==> config.mk <==
export PLATFORM = sky130hd
export DESIGN_NAME = slip_deser
export DESIGN_NICKNAME = d
export VERILOG_FILES = /design/src/rtl/slip_deser_pkg.sv /design/src/rtl/desr_delay_line.sv /design/src/rtl/desr_align_fsm.sv /design/src/rtl/desr_word_asm.sv /design/src/rtl/slip_deser.sv
export SDC_FILE = /design/constraint.sdc
export NUM_CORES = 1
export LEC_CHECK = 0
export CAP_MARGIN = 20
export CORE_MARGIN = 4
export CORE_UTILIZATION = 30
export DETAILED_ROUTE_END_ITERATION = 6
export RECOVER_POWER = 25
export SETUP_SLACK_MARGIN = 0.1
export SLEW_MARGIN = 30
export SYNTH_ARGS = -nofsm -noshare
export SYNTH_HDL_FRONTEND = slang
export SYNTH_SLANG_ARGS = --single-unit
==> constraint.sdc <==
create_clock -name clk -period 2.5 [get_ports clk]
set_input_delay 0.25 -clock clk [delete_from_list [all_inputs] [get_ports clk]]
set_output_delay 0.25 -clock clk [all_outputs]
set_load 0.01 [all_outputs]
==> src/rtl/slip_deser_pkg.sv <==
package slip_deser_pkg;

    localparam int DFLT_WORD_MIN = 3;
    localparam int DFLT_WORD_MAX = 10;
    localparam int DFLT_ROLL_MIN = 1;
    localparam int DFLT_ROLL_MAX = 11;

    typedef enum logic [1:0] {
        ALN_IDLE   = 2'd0,
        ALN_SETTLE = 2'd1,
        ALN_HOLD   = 2'd2
    } aln_state_e;

endpackage

==> src/rtl/desr_delay_line.sv <==
module desr_delay_line #(
    parameter int TAPS  = 12,
    parameter int SEL_W = 4
) (
    input  logic             clk,
    input  logic             rst_n,
    input  logic             din,
    input  logic [SEL_W-1:0] sel,
    output logic             dout
);

    logic [TAPS-1:0] line_q;
    logic [TAPS-1:0] hit;

    always_ff @(posedge clk or negedge rst_n) begin
        if (!rst_n) begin
            line_q <= '0;
        end else begin
            line_q <= {line_q[TAPS-2:0], din};
        end
    end

    for (genvar t = 0; t < TAPS; t++) begin : g_tap
        assign hit[t] = line_q[t] & (sel == SEL_W'(t));
    end

    assign dout = |hit;

    // a tap index beyond the line would read nothing
    always_ff @(posedge clk) begin
        if (rst_n) begin
            AST_TAP_IN_RANGE: assert (int'(sel) < TAPS);
        end
    end

endmodule

==> src/rtl/desr_align_fsm.sv <==
module desr_align_fsm
    import slip_deser_pkg::*;
#(
    parameter int CNT_W = 4
) (
    input  logic             clk,
    input  logic             rst_n,
    input  logic             tick,
    input  logic             align,
    input  logic [CNT_W-1:0] roll,
    output logic             withhold,
    output logic [CNT_W-1:0] slip_cnt,
    output logic             at_max
);

    aln_state_e state_q;
    aln_state_e state_d;
    logic       take_slip;

    // state register
    always_ff @(posedge clk or negedge rst_n) begin
        if (!rst_n) begin
            state_q <= ALN_IDLE;
        end else begin
            state_q <= state_d;
        end
    end

    // transitions
    always_comb begin
        state_d   = state_q;
        take_slip = 1'b0;
        unique case (state_q)
            ALN_IDLE: begin
                if (tick && align) begin
                    state_d   = ALN_SETTLE;   // T_SLIP
                    take_slip = 1'b1;
                end
            end
            ALN_SETTLE: begin
                if (tick) begin
                    state_d = align ? ALN_HOLD : ALN_IDLE;  // T_KEEP / T_REARM
                end
            end
            ALN_HOLD: begin
                if (tick && !align) begin
                    state_d = ALN_IDLE;       // T_RELEASE
                end
            end
            default: state_d = ALN_IDLE;
        endcase
    end

    // outputs
    assign withhold = (state_q == ALN_SETTLE);

    always_ff @(posedge clk or negedge rst_n) begin
        if (!rst_n) begin
            slip_cnt <= '0;
            at_max   <= 1'b0;
        end else if (take_slip) begin
            if (slip_cnt >= roll) begin
                slip_cnt <= '0;
                at_max   <= 1'b0;
            end else begin
                slip_cnt <= slip_cnt + CNT_W'(1);
                at_max   <= ((slip_cnt + CNT_W'(1)) == roll);
            end
        end
    end

    AST_SLIP_ON_BOUNDARY: assert property (@(posedge clk) disable iff (!rst_n)
        !tick |=> $stable(slip_cnt));
    AST_SLIP_STEP: assert property (@(posedge clk) disable iff (!rst_n)
        !$stable(slip_cnt) |-> (slip_cnt == $past(slip_cnt) + CNT_W'(1) || slip_cnt == '0));
    AST_SLIP_BOUND: assert property (@(posedge clk) disable iff (!rst_n)
        slip_cnt <= roll);
    AST_HOLD_NO_SLIP: assert property (@(posedge clk) disable iff (!rst_n)
        (state_q == ALN_HOLD) |=> $stable(slip_cnt));
    AST_MAX_FLAG: assert property (@(posedge clk) disable iff (!rst_n)
        at_max |-> (slip_cnt == roll));

endmodule

==> src/rtl/desr_word_asm.sv <==
module desr_word_asm #(
    parameter int WORD_MAX = 10,
    parameter int RATIO_W  = 4
) (
    input  logic                clk,
    input  logic                rst_n,
    input  logic                din,
    input  logic [RATIO_W-1:0]  ratio,
    input  logic                withhold,
    output logic                tick,
    output logic [WORD_MAX-1:0] word,
    output logic                stb
);

    logic [RATIO_W-1:0]  bit_cnt;
    logic [WORD_MAX-1:0] shift_q;
    logic [WORD_MAX-1:0] keep;
    logic [WORD_MAX-1:0] capture;

    for (genvar i = 0; i < WORD_MAX; i++) begin : g_keep
        assign keep[i] = (ratio > RATIO_W'(i));
    end

    assign tick    = (bit_cnt >= ratio - RATIO_W'(1));
    assign capture = {shift_q[WORD_MAX-2:0], din} & keep;

    always_ff @(posedge clk or negedge rst_n) begin
        if (!rst_n) begin
            bit_cnt <= '0;
            shift_q <= '0;
            word    <= '0;
            stb     <= 1'b0;
        end else begin
            bit_cnt <= tick ? '0 : bit_cnt + RATIO_W'(1);
            shift_q <= {shift_q[WORD_MAX-2:0], din};
            stb     <= tick && !withhold;
            if (tick && !withhold) begin
                word <= capture;
            end
        end
    end

    AST_STB_SINGLE: assert property (@(posedge clk) disable iff (!rst_n)
        stb |=> !stb);
    AST_UPPER_ZERO: assert property (@(posedge clk) disable iff (!rst_n)
        stb |-> ((word >> ratio) == '0));

endmodule

==> src/rtl/slip_deser.sv <==
module slip_deser
    import slip_deser_pkg::*;
#(
    parameter int WORD_MIN = DFLT_WORD_MIN,
    parameter int WORD_MAX = DFLT_WORD_MAX,
    parameter int ROLL_MIN = DFLT_ROLL_MIN,
    parameter int ROLL_MAX = DFLT_ROLL_MAX,
    parameter int RATIO_W  = $clog2(WORD_MAX + 1),
    parameter int CNT_W    = $clog2(ROLL_MAX + 1)
) (
    input  logic                clk,
    input  logic                rst_n,
    input  logic                ser_in,
    input  logic [RATIO_W-1:0]  cfg_ratio,
    input  logic [CNT_W-1:0]    cfg_roll,
    input  logic                align_req,
    output logic [WORD_MAX-1:0] par_word,
    output logic                par_stb,
    output logic                slip_at_max
);

    localparam int TAPS = ROLL_MAX + 1;

    logic [RATIO_W-1:0] ratio_eff;
    logic [CNT_W-1:0]   roll_eff;
    logic [CNT_W-1:0]   slip_cnt;
    logic               slipped_bit;
    logic               tick;
    logic               withhold;

    always_comb begin
        if (cfg_ratio < RATIO_W'(WORD_MIN))      ratio_eff = RATIO_W'(WORD_MIN);
        else if (cfg_ratio > RATIO_W'(WORD_MAX)) ratio_eff = RATIO_W'(WORD_MAX);
        else                                     ratio_eff = cfg_ratio;
    end

    always_comb begin
        if (cfg_roll < CNT_W'(ROLL_MIN))      roll_eff = CNT_W'(ROLL_MIN);
        else if (cfg_roll > CNT_W'(ROLL_MAX)) roll_eff = CNT_W'(ROLL_MAX);
        else                                  roll_eff = cfg_roll;
    end

    desr_delay_line #(
        .TAPS  (TAPS),
        .SEL_W (CNT_W)
    ) u_delay (
        .clk   (clk),
        .rst_n (rst_n),
        .din   (ser_in),
        .sel   (slip_cnt),
        .dout  (slipped_bit)
    );

    desr_align_fsm #(
        .CNT_W (CNT_W)
    ) u_fsm (
        .clk      (clk),
        .rst_n    (rst_n),
        .tick     (tick),
        .align    (align_req),
        .roll     (roll_eff),
        .withhold (withhold),
        .slip_cnt (slip_cnt),
        .at_max   (slip_at_max)
    );

    desr_word_asm #(
        .WORD_MAX (WORD_MAX),
        .RATIO_W  (RATIO_W)
    ) u_asm (
        .clk      (clk),
        .rst_n    (rst_n),
        .din      (slipped_bit),
        .ratio    (ratio_eff),
        .withhold (withhold),
        .tick     (tick),
        .word     (par_word),
        .stb      (par_stb)
    );

    AST_NO_STB_WHEN_SETTLING: assert property (@(posedge clk) disable iff (!rst_n)
        (withhold && tick) |=> !par_stb);

endmodule

---- Yosys cells after proc, flatten, opt, wreduce, memory -nomap -nowiden ----
Cells that the tools add are included.
word-level totals
  bits in latches ......................... 0
  ROM bits ................................ 0
  input port bits ......................... 12
  memory bits (writable) .................. 0
  memories kept ........................... 0
  bits in registers ....................... 43
operators by class
  shifts and indexed selects .............. 0
  add/subtract/negate cells ............... 3
  bitwise gates (word level) .............. 13
  order comparisons ....................... 16
  equality and inequality tests ........... 17
  reductions and logical operators ........ 9
  divide/modulo/power cells ............... 0
  multiplexer cells ....................... 14
  multiply operators ...................... 0
operators by type and width
  cell                   count
  $mux W4                6
  $eq A4 B3 Y1 const B   4
  $eq A4 B4 Y1 const B   4
  $gt A4 B3 Y1 const B   4
  $gt A4 B4 Y1 const B   4
  $and A1 B1 Y1          12
  $reduce_or A12 Y1      1
  $and A10 B10 Y10       1
  $add A4 B1 Y4 const B  2
  $eq A4 B2 Y1 const B   2
  $ge A4 B4 Y1           2
  $gt A4 B1 Y1 const B   2
  $gt A4 B2 Y1 const B   2
  $mux W2                4
  $pmux W2 S3            1
  $eq A4 B1 Y1 const B   1
  $eq A4 B4 Y1           1
  $logic_not A4 Y1       1
  $lt A4 B1 Y1 const B   1
  $lt A4 B2 Y1 const B   1
  $ne A2 B1 Y1 const B   2
  $sub A4 B1 Y4 const B  1
  $logic_and A1 B1 Y1    3
  $mux W1                3
  6 further kinds        7

---- Logic depth before layout (Yosys ltp) ----
  word-level depth ........................ 8
  gate-level depth with buffers ........... 13
  mapped depth without buffers ............ 11

---- Modules after synthesis ----
From an unflattened synthesis, not the netlist that was laid out.
second synthesis, totals
  cells, all modules ...................... 173
  area total of the unflattened synthesis .. 2029.4 µm²
by module, submodules not included
  module           sequential area each (µm²)  instances  area an instance (µm²)  cells an instance
  desr_word_asm    600.6                       1          1066.0                  89
  desr_align_fsm   175.2                       1          483.0                   54
  desr_delay_line  300.3                       1          401.6                   18
  slip_deser       0.0                         1          78.8                    12

---- Worst setup path before layout ----
Ideal clock, no wire load.
  path kind ............................... input port to flip-flop
  start ................................... in cfg_ratio[3]
  end ..................................... reg u_asm.word[1]
  data arrival time ....................... 2.504 ns
  stages on the path ...................... 13
  slack ................................... -0.129 ns
  path buffers ............................ 2
  cell sequence ........................... buf_2 -> inv_1 -> a21oi_1 -> a2bb2oi_1 -> ha_1 -> inv_1 -> ha_1 -> ha_1 -> o21ai_1 -> o21bai_1 -> and2_4 -> buf_6 -> mux2_4
between the ends
  word-level cells in the longest chain between the ends .. 6
  elaborated cells between the ends (all ways) .. 9
  those cells by class .................... add/sub (1); order compare (4); mux (2); bitwise (1); reduce/logical (1)
RTL lines
  element               RTL line             source
  start, declared       slip_deser.sv:14     input logic [RATIO_W-1:0] cfg_ratio,
  $gt A4 B4 Y1          slip_deser.sv:33     else if (cfg_ratio > RATIO_W'(WORD_MAX)) ratio_eff = RATIO_W'(WORD_MAX);
  $mux W4               slip_deser.sv:33
  $mux W4 *             slip_deser.sv:32     if (cfg_ratio < RATIO_W'(WORD_MIN)) ratio_eff = RATIO_W'(WORD_MIN);
  $sub A4 B1 Y4         desr_word_asm.sv:24  assign tick = (bit_cnt >= ratio - RATIO_W'(1));
  $ge A4 B4 Y1          desr_word_asm.sv:24
  $logic_and A1 B1 Y1   desr_word_asm.sv:37  if (tick && !withhold) begin
  end signal, assigned  desr_word_asm.sv:38  word <= capture;
  end, declared         desr_word_asm.sv:11  output logic [WORD_MAX-1:0] word,
Mark *: on every way between the ends. The rest lies on a longest branch, timed or not.
A chain may end at the register's enable or synchronous reset.

---- Final worst setup path ----
  start ................................... in cfg_ratio[2]
  end ..................................... reg u_asm.word[2]
Same word-level chain as after synthesis.

==> metrics.txt <==
status finished clean; placed cell areas 2500 sq um; routability cong. 0.773; DR iter-0 viols 30; met3 global-route usage under 10%; maxcap violations 0; antenna violations before repair 0; Critical Path End Type register; unique cell type count in the Yosys netlist 43; M2 GR Usage roughly 15%; GRT met1 Usage 14.1%; largest net degree at the start of global routing 44; RSZ-0062 raised after global routing false; register bit count reported by yosys 43; final hold vios 0; die width 90.3 um; Antenna Cells 0; vias in the first global route 1419; WL/cell 13.3 um; DP HPWL slightly below 3000 um; final setup fails 0; H-tree levels 2; Syn-to-layout area delta 29.8%; Die H about 90 um; first-pass GRT wire length 6840 um; routed vias/inst 4.74; most common cell after layout, fill and taps aside dfrtp_1; Peak VDD IR 370 uV; Synth Cell Area 2030 sq um; deepest clock path buffer count 2; syn_nets 201; die area 8160 sq um; crit path time final approximately 2.2 ns; busiest layer in global routing met2; number of synthesized flops with an enable pin 0; number of post-CTS setup repair buffers 0; TritonCTS clock tree done; Clock Latency Late Sink 0.28 ns; site row count 29; Overall Global Routing Usage about a tenth; via count 1397; Power Total 2.82 mW; CP Launch Type primary input; worst slew pin tran 1.02 ns; clk_skew roughly 0.0033 ns; fin area between 2000 and 3000 sq um; most frequent cells in the layout 43 x dfrtp_1, 18 x buf_4, 17 x clkdlybuf4s50_1, 15 x ha_1, 11 x inv_1; WP data arrival roughly 2.4 ns; syn avg cell area about 12 sq um; PwrDens 1070 nW/um^2; Syn Inst Count 172; Ys Warns 0; pins over their slew limit 0; total wire length 3910 um; FFs w/ async S/R, synth 100%; Port Buf Inserts 23; Boundary Pins 24; FMAX 0.452 GHz; Seq/Total Area, Yosys 52.9%; post-route ant nets 0; Core Box Area 6460 sq um; Clk pin slew, worst setup/hold paths 0.08 ns; Crit Path Max Fanout 8; Root Driver clkbuf_8; layout cells sized above 1 22.0%; Hold Crit Class register to register; Register-to-Register Path Depth 8; final worst-path cycle share 88.4%; ys flop type dfrtp_1; Inserted Clock Buffers 5; DR pass1 iterations 4; Layout Nets 246; CTS sink cnt 43; Leak 1.21 nW; final core utilization 40.9%; worst relative slew slack 31.8%; Crit Path Class primary input to register; gr ovfl total 0; Initial Util 31.5%; Hold Path Cell Cnt 0; # DRC 0; Critical Path RT 2.67 ns
## flip-flops by register name (all words and copies together), names as in the netlist
| name | count |
|---|---|
| u_asm.stb | 1 |
| u_asm.bit_cnt | 4 |
| u_asm.shift_q | 9 |
| u_asm.word | 10 |
| u_fsm.at_max | 1 |
| u_delay.line_q | 12 |
| u_fsm.slip_cnt | 4 |
| u_fsm.state_q | 2 |
## kinds of logic after synthesis
| kind of cell | count (synthesis) | synth area share, % |
|---|---|---|
| xor gates and xnor gates | 7 | 3.02 |
| DFF | 43 | 52.9 |
| AOI/OAI and AO/OA | 42 | 14.8 |
| and+or+nand+nor | 34 | 8.99 |
| muxes | 10 | 5.78 |
| buffers and inverters | 19 | 4.00 |
| adders and majority gates | 17 | 10.5 |
## Yosys cell counts, types with 3 or more instances
master | instances | share of area [%]
mux2_4 | 3 | 2.2
xor2_1 | 4 | 1.7
nor2_1 | 8 | 1.5
dfrtp_1 | 43 | 53
nand3_1 | 4 | 0.98
a21oi_1 | 6 | 1.5
a21boi_0 | 4 | 1.5
o21ai_0 | 8 | 2.0
inv_1 | 14 | 2.6
o31ai_1 | 3 | 1.1
nand2b_1 | 3 | 0.92
xnor2_1 | 3 | 1.3
a22o_1 | 4 | 1.7
ha_1 | 17 | 10
mux2i_1 | 5 | 2.5
nor2b_1 | 3 | 0.92
nand2_1 | 6 | 1.1
## per-layer routing
| layer | up-vias | wire length (um) |
|---|---|---|
| li1 | 696 | - |
| met1 | 668 | 1980 |
| met2 | 29 | 1720 |
| met3 | 4 | 163 |
| met4 | 0 | 51 |
| met5 | - | 0 |
## layout make-up
| type | instances | area (sq um) |
|---|---|---|
| Clock buffer | 8 | 100 |
| Multi-Input combinational cell | 110 | 935 |
| Inverter | 14 | 55.1 |
| Sequential cell | 43 | 1080 |
| Tap cell | 77 | 96.3 |
| Timing Repair Buffer | 43 | 377 |
| Fill cell | 642 | 3820 |
## stage by stage
step	std cells	worst slack (ns)	hold slack (ns)	TNS [ns]
after floorplan	172	0.102	-0.0456	0
final	295	0.290	0.374	0
after global placement	286	-0.551	0.352	-8.02
after global routing	295	0.139	0.384	0
after CTS	294	0.105	0.130	0
after detailed placement	286	-0.621	0.355	-9.12
## where the power goes
| part | internal [mW] | total (mW) | switching [mW] |
|---|---|---|---|
| Sequential | 0.929 | 1.10 | 0.168 |
| Clock | 0.252 | 0.470 | 0.218 |
| Combinational | 0.683 | 1.25 | 0.570 |
## path summary, 6_finish.rpt
path                                              end                       start  slack, ns
min                        u_asm.shift_q[5]$_DFF_PN0_  u_asm.shift_q[4]$_DFF_PN0_       0.37
max in group asynchronous  u_asm.bit_cnt[3]$_DFF_PN0_                       rst_n       1.20
max                         u_asm.word[2]$_DFFE_PN0P_                cfg_ratio[2]       0.29
min reg2reg                u_asm.shift_q[5]$_DFF_PN0_  u_asm.shift_q[4]$_DFF_PN0_       0.37
min in group asynchronous   u_asm.word[6]$_DFFE_PN0P_                       rst_n       0.67
max reg2reg                 u_asm.word[0]$_DFFE_PN0P_  u_asm.bit_cnt[0]$_DFF_PN0_       0.61
## worst max-delay path, stage by stage
cell and delay, ns:
dlygate4sd2_1 0.27, xor2_1 0.17, and2_4 0.15, ha_2 0.18, inv_2 0.07, ha_4 0.19
ha_1 0.29, o21ai_2 0.06, o21bai_1 0.19, and2_4 0.26, mux2_4 0.31
## timing repair
item                       4_1_cts  5_1_grt
hold buffers                     0        1
pin swaps                        5        6
hold endpoints to repair         0       43
gates resized for setup         10        6
setup endpoints to repair       22       17
No activity file was read; power rests on OpenSTA's default activity.
